--- src/rtl/cba_pkg.sv ---
package cba_pkg;

  typedef enum logic [3:0] {
    ST_POR      = 4'd0,
    ST_CLEAR    = 4'd1,
    ST_INIT     = 4'd2,
    ST_SLAVE    = 4'd3,
    ST_NVM_GO   = 4'd4,
    ST_NVM_WAIT = 4'd5,
    ST_XFL_GO   = 4'd6,
    ST_XFL_WAIT = 4'd7,
    ST_DONE     = 4'd8,
    ST_ERROR    = 4'd9
  } cba_state_e;

  // States in which a refresh or a pin edge restarts the sequence
  function automatic logic restartable(input cba_state_e s);
    return (s == ST_SLAVE)   || (s == ST_NVM_GO) || (s == ST_NVM_WAIT) ||
           (s == ST_XFL_GO)  || (s == ST_XFL_WAIT) ||
           (s == ST_DONE)    || (s == ST_ERROR);
  endfunction

endpackage

--- src/rtl/cba_cycle_timer.sv ---
// Saturating up-counter; hit_o is high once LIMIT has been reached.
module cba_cycle_timer #(
  parameter int LIMIT = 16
) (
  input  logic clk,
  input  logic rst_n,
  input  logic clr_i,
  input  logic en_i,
  output logic hit_o
);
  localparam int W = $clog2(LIMIT + 2);
  localparam logic [W-1:0] LIM = W'(LIMIT);

  logic [W-1:0] cnt_q, cnt_d;

  assign hit_o = (cnt_q == LIM);

  always_comb begin
    cnt_d = cnt_q;
    if (clr_i)               cnt_d = '0;
    else if (en_i && !hit_o) cnt_d = cnt_q + 1'b1;
  end

  always_ff @(posedge clk or negedge rst_n) begin
    if (!rst_n) cnt_q <= '0;
    else        cnt_q <= cnt_d;
  end
endmodule

--- src/rtl/cba_edge_det.sv ---
// Registers the hold pin level and flags its low-to-high transition.
module cba_edge_det (
  input  logic clk,
  input  logic rst_n,
  input  logic lvl_i,
  output logic rise_o
);
  logic lvl_q;

  always_ff @(posedge clk or negedge rst_n) begin
    if (!rst_n) lvl_q <= 1'b0;
    else        lvl_q <= lvl_i;
  end

  assign rise_o = lvl_i && !lvl_q;
endmodule

--- src/rtl/cba_seq.sv ---
// Boot sequencing state machine with slave-claim latch and window lockout.
module cba_seq
  import cba_pkg::*;
(
  input  logic       clk,
  input  logic       rst_n,
  input  logic       por_ok_i,
  input  logic       hold_n_i,
  input  logic       hold_rise_i,
  input  logic       refresh_i,
  input  logic       slave_act_i,
  input  logic       nvm_ok_i,
  input  logic       nvm_blank_i,
  input  logic       xfl_ok_i,
  input  logic       xfl_fail_i,
  input  logic       slv_ok_i,
  input  logic       clr_hit_i,
  input  logic       win_hit_i,
  output cba_state_e state_o
);
  cba_state_e st_q, st_d;
  logic       seen_q, seen_d;     // slave claim accepted
  logic       closed_q, closed_d; // window forced shut by a restart
  logic       win_open;
  logic       accept;
  logic       restart;

  assign win_open = !win_hit_i && !closed_q;
  assign accept   = slave_act_i && !hold_n_i && win_open &&
                    ((st_q == ST_CLEAR) || (st_q == ST_INIT));
  assign restart  = restartable(st_q) && (hold_rise_i || refresh_i);

  always_comb begin
    st_d     = st_q;
    seen_d   = seen_q;
    closed_d = closed_q;
    case (st_q)
      ST_POR: begin
        st_d     = ST_CLEAR;
        seen_d   = 1'b0;
        closed_d = 1'b0;
      end
      ST_CLEAR:    if (clr_hit_i) st_d = ST_INIT;
      ST_INIT: begin
        if (seen_q)        st_d = ST_SLAVE;
        else if (hold_n_i) st_d = ST_NVM_GO;
      end
      ST_SLAVE:    if (slv_ok_i) st_d = ST_DONE;
      ST_NVM_GO:   st_d = ST_NVM_WAIT;
      ST_NVM_WAIT: begin
        if (nvm_ok_i)         st_d = ST_DONE;
        else if (nvm_blank_i) st_d = ST_XFL_GO;
      end
      ST_XFL_GO:   st_d = ST_XFL_WAIT;
      ST_XFL_WAIT: begin
        if (xfl_ok_i)        st_d = ST_DONE;
        else if (xfl_fail_i) st_d = ST_ERROR;
      end
      ST_DONE:     st_d = ST_DONE;
      ST_ERROR:    st_d = ST_ERROR;
      default:     st_d = ST_POR;
    endcase
    if (accept) seen_d = 1'b1;
    if (restart) begin
      st_d     = ST_CLEAR;
      seen_d   = 1'b0;
      closed_d = 1'b1;
    end
    if (!por_ok_i) begin
      st_d     = ST_POR;
      seen_d   = 1'b0;
      closed_d = 1'b0;
    end
  end

  always_ff @(posedge clk or negedge rst_n) begin
    if (!rst_n) begin
      st_q     <= ST_POR;
      seen_q   <= 1'b0;
      closed_q <= 1'b0;
    end else begin
      st_q     <= st_d;
      seen_q   <= seen_d;
      closed_q <= closed_d;
    end
  end

  assign state_o = st_q;
endmodule

--- src/rtl/cfg_boot_arbiter.sv ---
module cfg_boot_arbiter
  import cba_pkg::*;
#(
  parameter int CLR_CYCLES = 4096,
  parameter int WIN_CYCLES = 1900000
) (
  input  logic clk,
  input  logic rst_n,
  input  logic por_ok_i,
  input  logic cfg_hold_n_i,
  input  logic refresh_i,
  input  logic slave_act_i,
  input  logic nvm_ok_i,
  input  logic nvm_blank_i,
  input  logic xfl_ok_i,
  input  logic xfl_fail_i,
  input  logic slv_ok_i,
  output logic done_o,
  output logic io_hiz_o,
  output logic clr_req_o,
  output logic nvm_start_o,
  output logic xfl_start_o,
  output logic slv_sel_o
);
  localparam int CLR_LIMIT = (CLR_CYCLES > 1) ? CLR_CYCLES - 1 : 0;

  cba_state_e state;
  logic       hold_rise;
  logic       clr_hit;
  logic       win_hit;

  cba_edge_det u_edge (
    .clk    (clk),
    .rst_n  (rst_n),
    .lvl_i  (cfg_hold_n_i),
    .rise_o (hold_rise)
  );

  cba_cycle_timer #(.LIMIT(CLR_LIMIT)) u_clr_tmr (
    .clk   (clk),
    .rst_n (rst_n),
    .clr_i (state != ST_CLEAR),
    .en_i  (1'b1),
    .hit_o (clr_hit)
  );

  cba_cycle_timer #(.LIMIT(WIN_CYCLES)) u_win_tmr (
    .clk   (clk),
    .rst_n (rst_n),
    .clr_i (state == ST_POR),
    .en_i  (1'b1),
    .hit_o (win_hit)
  );

  cba_seq u_seq (
    .clk         (clk),
    .rst_n       (rst_n),
    .por_ok_i    (por_ok_i),
    .hold_n_i    (cfg_hold_n_i),
    .hold_rise_i (hold_rise),
    .refresh_i   (refresh_i),
    .slave_act_i (slave_act_i),
    .nvm_ok_i    (nvm_ok_i),
    .nvm_blank_i (nvm_blank_i),
    .xfl_ok_i    (xfl_ok_i),
    .xfl_fail_i  (xfl_fail_i),
    .slv_ok_i    (slv_ok_i),
    .clr_hit_i   (clr_hit),
    .win_hit_i   (win_hit),
    .state_o     (state)
  );

  always_comb begin
    done_o      = (state == ST_DONE);
    io_hiz_o    = (state != ST_DONE);
    clr_req_o   = (state == ST_CLEAR);
    nvm_start_o = (state == ST_NVM_GO);
    xfl_start_o = (state == ST_XFL_GO);
    slv_sel_o   = (state == ST_SLAVE);
  end
endmodule

--- config.mk ---
export PLATFORM = sky130hd
export DESIGN_NAME = cfg_boot_arbiter
export DESIGN_NICKNAME = d
export VERILOG_FILES = /design/src/rtl/cba_pkg.sv /design/src/rtl/cba_cycle_timer.sv /design/src/rtl/cba_edge_det.sv /design/src/rtl/cba_seq.sv /design/src/rtl/cfg_boot_arbiter.sv
export SDC_FILE = /design/constraint.sdc
export NUM_CORES = 1
export LEC_CHECK = 0
export BUFFER_PORTS_ARGS = -buffer_cell sky130_fd_sc_hd__clkbuf_2
export CAP_MARGIN = 20
export CORE_ASPECT_RATIO = 2
export CORE_MARGIN = 2
export CORE_UTILIZATION = 48
export DETAILED_ROUTE_END_ITERATION = 10
export PLACE_DENSITY = 0.64
export SYNTH_ARGS = -nofsm -noshare
export SYNTH_HDL_FRONTEND = slang
export SYNTH_SLANG_ARGS = --single-unit
--- constraint.sdc ---
create_clock -name clk -period 5.5 [get_ports clk]
set_input_delay 0.275 -clock clk [delete_from_list [all_inputs] [get_ports clk]]
set_output_delay 0.275 -clock clk [all_outputs]
set_load 0.02 [all_outputs]
# == Word level (Yosys, flattened, before mapping) ==
# Cells that the tools add are included.
# op_classes
n_mux,21
n_eq_ne,22
addsub,2
reduce_logical,20
# op_table
cell,count
two-way mux 21 bit,2
two-way mux 4 bit,10
case mux 4 bit (10 select lines),1
two-way mux 13 bit,2
"adder 21 x 1 -> 21 bit, second input constant",1
"== test 21 bit, second input constant",1
"== test 4 x 3 -> 1 bit, second input constant",4
"adder 13 x 1 -> 13 bit, second input constant",1
"== test 13 x 12 -> 1 bit, second input constant",1
"!= test 5 x 4 -> 1 bit, second input constant",2
"== test 4 x 2 -> 1 bit, second input constant",2
"== test 4 bit, second input constant",2
logical OR 1 bit,8
"!= test 4 x 1 -> 1 bit, second input constant",2
logical AND 1 bit,6
two-way mux 1 bit,6
"!= test 5 x 3 -> 1 bit, second input constant",1
AND reduction 5 bit,1
"== test 4 x 1 -> 1 bit, second input constant",1
zero test 1 bit,4
zero test 4 bit,1
"!= test 2 x 1 -> 1 bit, second input constant",2
"!= test 4 x 2 -> 1 bit, second input constant",1
"!= test 4 x 3 -> 1 bit, second input constant",1
2 further kinds,2
# word_totals
ff_bits,41
in_bits,11

# == Longest topological paths before layout ==
# Gate-level depths: netlist of run 1.
# depth
word_depth,10
depth_mapped,7

# == Modules after synthesis ==
# A second synthesis of run 1 with hierarchy kept.
# hier_totals
cells_unflattened,260
hier_area_um2,2496.1
# by_module_without_submodules
module,area_per_inst_um2,seq_area_each_um2,cells_per_inst,n_inst
cba_cycle_timer at u_win_tmr,1137.3,525.5,121,1
cba_cycle_timer at u_clr_tmr,750.7,325.3,72,1
cba_seq,490.5,150.1,56,1
cfg_boot_arbiter,78.8,0.0,9,1
cba_edge_det,38.8,25.0,2,1

# == Least setup slack after synthesis of run 1 ==
# OpenSTA, ideal clock, no wires.
# synth_timing
path_type,register to register
from,register u_clr_tmr.cnt_q[0]
to,"register u_seq.st_q[0], in the netlist u_seq.state_o[0]"
synth_period_minus_slack_ns,1.897
arrival_time_ns,1.771
path_buffers,1
setup_slack_ns,3.603
setup_time_ns,0.126
stages_incl_launch_ff,8
path_cell_list,dfrtp_1 -> ha_1 -> nand2_1 -> or4_4 -> buf_6 -> nor2_8 -> o21ai_2 -> o311a_1
# synth_between
elab_chain_cells,3
# synth_rtl
element,line_no,text
start: declaration,cba_cycle_timer.sv:14,"logic [W-1:0] cnt_q, cnt_d;"
start signal: assignment,cba_cycle_timer.sv:26,else cnt_q <= cnt_d;
== test 13 x 12 -> 1 bit,cba_cycle_timer.sv:16,assign hit_o = (cnt_q == LIM);
!= test 4 x 2 -> 1 bit (no line),n/a,
AND reduction 5 bit (no line),n/a,
end signal: assignment,cba_seq.sv:82,st_q <= st_d;
end: declaration,cba_seq.sv:21,"cba_state_e st_q, st_d;"
# No other way between the ends.
# A chain may end at the register's enable or synchronous reset.

# == Final worst setup path of run 1 ==
# layout_timing
from,"register u_seq.st_q[1], in the netlist u_seq.state_o[1]"
to,output clr_req_o
# layout_between
elab_chain_cells,1
# layout_rtl
element,line_no,text
== test 4 x 1 -> 1 bit,cfg_boot_arbiter.sv:76,clr_req_o = (state == ST_CLEAR);
end: declaration,cfg_boot_arbiter.sv:20,"output logic clr_req_o,"
# No other way between the ends.

==> impl_metrics.json, run 1 <==
{
  "status": "finished, final reports clean",
  "place.port_buffers": 16,
  "rsz0062_at_grt": "no",
  "max_freq_mhz": 445,
  "critPathTopFamily": "flip-flops",
  "placedCellCount": 314,
  "cp.buffers_inverters": 3,
  "design.die.area_mm2": 0.00529,
  "p_leak_nw": 1.07,
  "instances_no_fill": 324,
  "hpwl_mm": 3.48,
  "syn_nets": 265,
  "end_kind": "output pin",
  "grt_pass1_vias": 1839,
  "viasPerCell": 5.66,
  "cts-root-buf": "clkbuf_8",
  "required_ns": 5.22,
  "cts_buffers": 5,
  "cts_tree": "yes",
  "cts_max_path_buffers": 2,
  "drt-initial-drc-count": 32,
  "die_x_um": 52.4,
  "synth_top_area_cell": "dfrtp_1",
  "path_depth": 4,
  "setup_viol": 0,
  "relSlewSlack_pct": 36.9,
  "ys_ff_latch": 41,
  "holdPathEnd": "u_edge.lvl_q",
  "hold_violations": 0,
  "postRouteAntennaNets": 0,
  "die_h_um": 101,
  "clkLatencyLatePin_ns": 0.30,
  "whs_path_depth": 1,
  "reg2reg_to": "u_win_tmr.cnt_q[13]",
  "ys.flop_type": "dfrtp_1",
  "cp-start-kind": "flip-flop",
  "clkTransAtPathRegs_ns": 0.07,
  "slowest_stage": "dfrtp_1",
  "wire_per_inst_um": 14.9,
  "synth_edf_count": 0,
  "arrival_ns": 1.97,
  "synth_cells": 251,
  "clock_sinks": 41,
  "min_period_ns": 2.25,
  "wl_mm": 4.84,
  "drc": 0,
  "core_area_mm2": 0.00455,
  "drv_slew": 0,
  "holdCritStartpoint": "cfg_hold_n_i",
  "finalSetupTns_ns": 0,
  "ctsResizeCount": 0,
  "pwr_density_cell_mw_per_mm2": 365,
  "yosys.cell_types.count": 41,
  "cts-htree-levels": 2,
  "hold_class": "input port to flip-flop",
  "gp_congestion": 0.796,
  "synth-seq-area-share_pct": 45.6,
  "avgSynthCellArea_um2": 8.97,
  "yosys-top-cells-area": "dfrtp_1 46%, nor2_1 7.5%, xor2_1 7.0%",
  "io_pins": 17,
  "gr-total-overflow": 0,
  "crit_path_frequent_cell": "inv_1",
  "ys_warn_count": 0,
  "num_rows": 35,
  "period_share_pct": 40.9,
  "max_slew.worst_pin.slew_ns": 0.938,
  "rrSetupSlack_ns": 3.50,
  "dp_slack_ns": 3.49,
  "netlist.area_leader.share_pct": 45.6,
  "nFillCells": 443,
  "grt_start_max_net_pins": 42,
  "async_flop_share_pct": 100,
  "first_pass_iters": 4,
  "crit_fanout": 19,
  "syn_area_mm2": 0.00225,
  "start_util_pct": 49.4,
  "critPathKind": "flip-flop to output pin",
  "layout.nets": 282,
  "grt_antenna_before_repair": 0,
  "r2r_cells": 5,
  "skew_ns": 0.00847,
  "worstPathCellList": "inv_1, nand3_1, inv_1, clkbuf_2",
  "multiInputGateArea_mm2": 0.00114,
  "vias": 1834,
  "max-cap-violations": 0,
  "antenna_cells": 0,
  "ff_latch_area_mm2": 0.00103,
  "max_stage_delay_ns": 0.68,
  "peakVddDrop_uv": 347,
  "area_growth_pct": 11.9,
  "grt_util_all_layers_pct": 21.4,
  "layout_setup_ws_ns": 3.25,
  "grt_pass1_wl_mm": 8.47,
  "drive_gt1_share_pct": 11.9,
  "r2r_start": "u_win_tmr.cnt_q[2]"
}
## layer usage
layer / GRT usage [%] / vias up / routed length, um
met5: 0 / - / 0
met4: 8.88 / 0 / 98
met3: 2.67 / 7 / 92
met2: 38.7 / 25 / 2730
met1: 24.2 / 896 / 1920
li1: - / 906 / -
## placed cells by master (no fill, tap or decap), types with 3 or more instances in the layout
cell       Yosys  routed
a21oi_1        9       9
and3_1         3       3
clkbuf_2       0      16
clkbuf_8       0       6
dfrtp_1       41      41
ha_1           3       3
inv_1         12      12
nand2_1       17      17
nand3_1       12      12
nand4_1        8       8
nor2_1        45      45
nor3_1        13      13
nor4_1         5       4
o2111ai_1      4       4
o21ai_0        9       9
or3_1          6       6
xnor2_1       10      10
xor2_1        18      18
## cell usage after synthesis (all sizes together), types with 2 or more instances
| cell type | number |
|---|---|
| nand3 | 12 |
| xnor2 | 10 |
| dfrtp | 41 |
| nor3 | 13 |
| nand4 | 9 |
| nor3b | 2 |
| and3 | 3 |
| a21oi | 9 |
| nand2 | 17 |
| inv | 12 |
| o21ai | 10 |
| o2111ai | 4 |
| clkbuf | 8 |
| mux2i | 2 |
| or3 | 6 |
| or4 | 2 |
| nor2 | 46 |
| nor4 | 5 |
| o311a | 2 |
| xor2 | 18 |
| ha | 3 |
| nand2b | 2 |
## worst reg2reg max path, delay by kind of cell, from the launching register on
family,cells,cell delay [ns]
DFF,1,0.44
xor gates and xnor gates,1,0.19
and+or+nand+nor,4,1.25
## power by group
group          internal, mW  switching (mW)  total [mW]
Clock                 0.148           0.104       0.252
Sequential            0.328          0.0581       0.386
Combinational         0.104           0.177       0.281
## logic make-up after synthesis
logic type,share of synthesized area (%)
AOI/OAI and AO/OA,9.67
xor gates and xnor gates,10.9
muxes,0.889
DFF,45.6
and+or+nand+nor,27.5
buffers and inverters,3.84
adders and majority gates,1.67
## area by class of cell
type	count	area share (%)
clock inverter	1	1.19
clock buffer	7	3.43
multi-input combinational	189	45.5
sequential	41	40.7
tap	55	2.73
inverter	12	1.79
timing repair buffer	19	4.67
## flip-flops by register name (all words and copies together) (netlist names)
name / flops
u_win_tmr.cnt_q: 21
u_clr_tmr.cnt_q: 13
u_seq.state_o: 4
u_edge.lvl_q: 1
u_seq.closed_q: 1
u_seq.seen_q: 1
## how the worst max path moves through the flow
stage,endpoint,from,slack [ns]
final,clr_req_o,u_seq.state_o[1],3.25
after global routing,clr_req_o,u_seq.state_o[1],3.03
after CTS,clr_req_o,u_seq.state_o[1],3.22
after detailed placement,u_seq.state_o[0],u_seq.state_o[1],3.49
after global placement,u_win_tmr.cnt_q[17],u_win_tmr.cnt_q[2],3.50
after floorplan,u_seq.state_o[0],u_clr_tmr.cnt_q[0],3.60
## through the flow
| step | total power [mW] | utilization (%) | instance area, um2 | hold slack (ns) |
|---|---|---|---|---|
| 3_3_place_gp | 0.664 | 52.1 | 2370 | 0.422 |
| 3_5_place_dp | 0.671 | 52.1 | 2370 | 0.426 |
| 6_report | 0.918 | 55.3 | 2520 | 0.124 |
| 2_1_floorplan | 0.586 | - | 2250 | -0.0206 |
| 5_1_grt | 0.984 | 55.3 | 2520 | 0.134 |
| 4_1_cts | 0.924 | 54.6 | 2490 | 0.115 |
## timing repair
action	4_1_cts	5_1_grt
hold endpoints to repair	0	4
hold buffers	0	1
setup buffers	0	0
Note: power is estimated with default switching activity, not from simulation.
==> run 2, diff against run 1 <==
- PLACE_DENSITY: 0.64 -> 0.67
- clock period: 5.5 -> 1.8 ns (I/O delays scaled with it)
==> impl_metrics.json, run 2 (synthesis gave the netlist of run 1 again) <==
{
  "wl_mm": 5.09,
  "clkLatencyLatePin_ns": 0.28,
  "cts_max_path_buffers": 2,
  "design.die.area_mm2": 0.00529,
  "hold_violations": 0,
  "total_power_mw": 2.92,
  "drt-initial-drc-count": 25,
  "reg2reg_to": "u_seq.state_o[0]",
  "crit_path_end": "u_seq.state_o[0]",
  "violations": "negative setup slack",
  "end_kind": "flip-flop",
  "critPathKind": "flip-flop to flip-flop",
  "relSlewSlack_pct": 66.2,
  "grt_antenna_before_repair": 0,
  "max_freq_mhz": 543,
  "worstPathCellList": "ha_2, nand2_2, or4_4, nor2_8, o21ai_2, o311a_1",
  "crit_start": "u_clr_tmr.cnt_q[0]",
  "vias": 1975,
  "required_ns": 1.97,
  "clkTransAtPathRegs_ns": 0.07,
  "drv_slew": 0,
  "viasPerCell": 5.55,
  "cp.buffers_inverters": 0,
  "status": "complete, but fails checks",
  "grt_pass1_vias": 2055,
  "rsz0062_at_grt": "yes",
  "regMostFlops": "u_win_tmr.cnt_q",
  "slowest_stage": "or4_4",
  "rrSetupSlack_ns": -0.04,
  "cts_tree": "yes",
  "area_growth_pct": 23.2,
  "grt_start_max_net_pins": 22,
  "die_h_um": 101,
  "postRouteAntennaNets": 0,
  "cp-start-kind": "flip-flop",
  "cts-root-buf": "clkbuf_8",
  "arrival_ns": 2.01,
  "place.port_buffers": 16,
  "start_util_pct": 49.4,
  "cts_buffers": 5,
  "period_share_pct": 102,
  "design_area_mm2": 0.00277,
  "holdCritStartpoint": "por_ok_i",
  "place_area_mm2": 0.00259,
  "gp_congestion": 0.814,
  "path_depth": 6,
  "peakVddDrop_uv": 1180,
  "r2r_cells": 6,
  "antenna_cells": 0,
  "largest_register_ffs": 21,
  "drive_gt1_share_pct": 22.9,
  "io_pins": 17,
  "min_period_ns": 1.84,
  "setup_viol": 1,
  "p_leak_nw": 1.22,
  "max_slew.worst_pin.slew_ns": 0.507,
  "layout_commonest_cell": "nor2_1",
  "critPathTopFamily": "simple AND/OR/NAND/NOR gates",
  "skew_ns": 0.00310,
  "wire_per_inst_um": 14.3,
  "gr-total-overflow": 0,
  "max-cap-violations": 0,
  "num_rows": 35,
  "first_pass_iters": 4,
  "clock_sinks": 41,
  "hold_class": "input port to flip-flop",
  "r2r_start": "u_clr_tmr.cnt_q[0]",
  "final_cell_mix": "44 x nor2_1, 41 x dfrtp_1, 30 x buf_4",
  "holdWs_ns": 0.0568,
  "core_area_mm2": 0.00455,
  "max_stage_delay_ns": 0.55,
  "grt_pass1_wl_mm": 8.69,
  "cts-htree-levels": 2,
  "layout.nets": 314,
  "die_x_um": 52.4,
  "layout_setup_ws_ns": -0.0417,
  "drc": 0,
  "grt_util_all_layers_pct": 21.6,
  "crit_fanout": 6,
  "hpwl_mm": 3.84,
  "pwr_density_cell_mw_per_mm2": 1050
}
run 2: how the worst min path moves through the flow:
| stage | to | slack (ns) | depth (start not counted) |
|---|---|---|---|
| after floorplan | u_clr_tmr.cnt_q[0] | -0.21 | 0 |
| after global placement | u_win_tmr.cnt_q[14] | 0.07 | 1 |
| after detailed placement | u_win_tmr.cnt_q[14] | 0.08 | 1 |
| after CTS | u_seq.state_o[0] | 0.04 | 2 |
| after global routing | u_seq.state_o[0] | 0.04 | 2 |
| final | u_seq.state_o[0] | 0.06 | 2 |
run 2: where the power goes:
part,internal (mW),switching [mW]
logic,0.552,0.716
registers,1.00,0.0799
clock network,0.276,0.296
total,1.83,1.09
run 2: cell type report:
type,instances,area (um2)
sequential,41,1030
clock buffer,8,80.1
fill,410,1780
inverter,12,45.0
multi-input combinational,189,1180
tap,55,68.8
timing repair buffer,51,377
run 2: routing by layer:
metal / routed length [um] / track usage, %
met2: 2880 / 39.2
met3: 108 / 3.26
met1: 1940 / 23.5
met5: 0 / 0
met4: 157 / 10.1
run 2: metrics by stage:
step	setup slack (ns)	TNS (ns)	utilization, %	instances
after floorplan	-0.0968	-0.0968	-	251
after global placement	0.0581	0	57.0	342
after detailed placement	0.00900	0	57.0	342
after CTS	-0.0114	-0.0114	59.5	352
after global routing	-0.109	-0.296	60.9	356
final	-0.0417	-0.0417	60.9	356
run 2: what timing repair did:
| action | 4_1_cts | 5_1_grt |
|---|---|---|
| endpoints found under the setup margin | 3 | 14 |
| hold endpoints to repair | 19 | 0 |
| resized for setup | 3 | 10 |
| pin swaps | 0 | 1 |
| hold buffers | 2 | 0 |
| buffers inserted | 1 | 4 |
==> run 3, diff against run 2 <==
- REMOVE_ABC_BUFFERS: not set -> 1
==> impl_metrics.json, run 3 (synthesis gave the netlist of run 1 again) <==
{
  "status": "finished, final reports clean",
  "design_area_mm2": 0.00281,
  "placedCellCount": 339,
  "grt_pass1_vias": 2019,
  "required_ns": 2.00,
  "arrival_ns": 1.98,
  "max_stage_delay_ns": 0.56,
  "worstPathCellList": "nand3_2, or4_4, nor2_8, buf_6, nor2_2, a211oi_1",
  "cts-root-buf": "clkbuf_8",
  "final_cell_mix": "44 x nor2_1, 41 x dfrtp_1, 29 x buf_4",
  "grt_antenna_before_repair": 0,
  "critPathTopFamily": "simple AND/OR/NAND/NOR gates",
  "vias": 1982,
  "core_area_mm2": 0.00455,
  "total_power_mw": 2.98,
  "peakVddDrop_uv": 892,
  "max_freq_mhz": 559,
  "wire_per_inst_um": 14.7,
  "layout_commonest_cell": "nor2_1",
  "layout_setup_ws_ns": 0.0126,
  "cts_max_path_buffers": 2,
  "max-cap-violations": 0,
  "relSlewSlack_pct": 62.5,
  "cp.buffers_inverters": 1,
  "p_leak_nw": 1.23,
  "cts-htree-levels": 2,
  "skew_ns": 0.0145,
  "cts_buffers": 5,
  "cp-start-kind": "flip-flop",
  "grt_pass1_wl_mm": 8.89,
  "drv_slew": 0,
  "pwr-share-seq_pct": 36.4,
  "cts_tree": "yes",
  "postRouteAntennaNets": 0,
  "gr-total-overflow": 0,
  "pwr_density_cell_mw_per_mm2": 1060,
  "swShare_pct": 37.7,
  "grt_start_max_net_pins": 22,
  "grt_util_all_layers_pct": 22.2,
  "place.port_buffers": 16,
  "antenna_cells": 0,
  "die_h_um": 101,
  "instances_no_fill": 358,
  "first_pass_iters": 4,
  "slowest_stage": "or4_4",
  "wl_mm": 5.27,
  "design.die.area_mm2": 0.00529,
  "clock_sinks": 41,
  "clkLatencyLatePin_ns": 0.29,
  "drive_gt1_share_pct": 24.4,
  "regMostFlops": "u_win_tmr.cnt_q",
  "layout.nets": 316,
  "ff_latch_area_mm2": 0.00103,
  "hold_violations": 0,
  "num_rows": 35,
  "dp_slack_ns": 0.00160,
  "holdWs_ns": 0.0522,
  "switchingPower_mw": 1.12,
  "largest_register_ffs": 21,
  "end_kind": "flip-flop",
  "hold_class": "input port to flip-flop",
  "period_share_pct": 99.3,
  "min_period_ns": 1.79,
  "drt-initial-drc-count": 25,
  "clockPowerShare_pct": 19.8,
  "drc": 0,
  "crit_fanout": 6,
  "max_slew.worst_pin.slew_ns": 0.562,
  "setup_viol": 0,
  "multiInputGateArea_mm2": 0.00119,
  "critPathKind": "flip-flop to flip-flop",
  "nFillCells": 422,
  "clkTransAtPathRegs_ns": 0.08,
  "gp_congestion": 0.841,
  "place_area_mm2": 0.00257,
  "viasPerCell": 5.54,
  "area_growth_pct": 25.0,
  "p_comb_share_pct": 43.9,
  "start_util_pct": 49.4,
  "hpwl_mm": 3.88,
  "io_pins": 17,
  "die_x_um": 52.4,
  "p_int_mw": 1.86
}
==> run 3: final cells by class <==
type,count,share of cell area (%)
clock buffers,7,2.71
clock inverters,1,0.267
inverters,12,1.60
multi-input cells,189,42.2
flip-flops and latches,41,36.5
well taps,55,2.45
repair buffers,53,14.4
==> run 3: repair_timing <==
item,in CTS,in global routing
buffers inserted,1,8
hold endpoints to repair,20,0
resized for setup,7,11
hold buffers,2,0
pin swaps,1,3
endpoints found under the setup margin,4,10
==> run 3: metrics by stage <==
stage / TNS [ns] / utilization, %
final: 0 / 61.8
after CTS: 0 / 59.5
after global placement: 0 / 56.5
after floorplan: -15.82 / -
after detailed placement: 0 / 56.5
after global routing: -0.00971 / 61.8
==> run 3: worst register-to-register path: stages (launching register included) <==
cell	delay, ns
dfrtp_1	0.45
nand3_2	0.12
or4_4	0.56
nor2_8	0.12
buf_6	0.13
nor2_2	0.04
a211oi_1	0.26
==> run 3: metal layers <==
| layer | routed length (um) | track usage (%) | vias up |
|---|---|---|---|
| li1 | - | - | 972 |
| met1 | 2010 | 24.3 | 953 |
| met2 | 3000 | 40.4 | 42 |
| met3 | 134 | 3.41 | 15 |
| met4 | 135 | 9.47 | 0 |
| met5 | 0 | 0 | - |
==> run 3: worst paths after layout <==
path | startpoint | endpoint | depth (start not counted) | slack, ns
min in group asynchronous | rst_n | u_win_tmr.cnt_q[18] | 2 | 0.31
worst max register to register | u_clr_tmr.cnt_q[3] | u_clr_tmr.cnt_q[3] | 6 | 0.01
worst min-delay path | por_ok_i | u_seq.state_o[0] | 2 | 0.05
max in group asynchronous | rst_n | u_clr_tmr.cnt_q[9] | 3 | 0.88
worst min register to register | u_win_tmr.cnt_q[20] | u_win_tmr.cnt_q[20] | 2 | 0.56
worst max-delay path | u_clr_tmr.cnt_q[3] | u_clr_tmr.cnt_q[3] | 6 | 0.01
==> run 3: power groups by stage <==
| stage | logic, mW | clock network (mW) | registers, mW |
|---|---|---|---|
| 2_1_floorplan | 0.579 | 0 | 1.14 |
| 3_3_place_gp | 1.16 | 0 | 1.09 |
| 3_5_place_dp | 1.16 | 0 | 1.10 |
| 4_1_cts | 1.21 | 0.607 | 1.08 |
| 5_1_grt | 1.45 | 0.645 | 1.10 |
| 6_report | 1.31 | 0.590 | 1.08 |
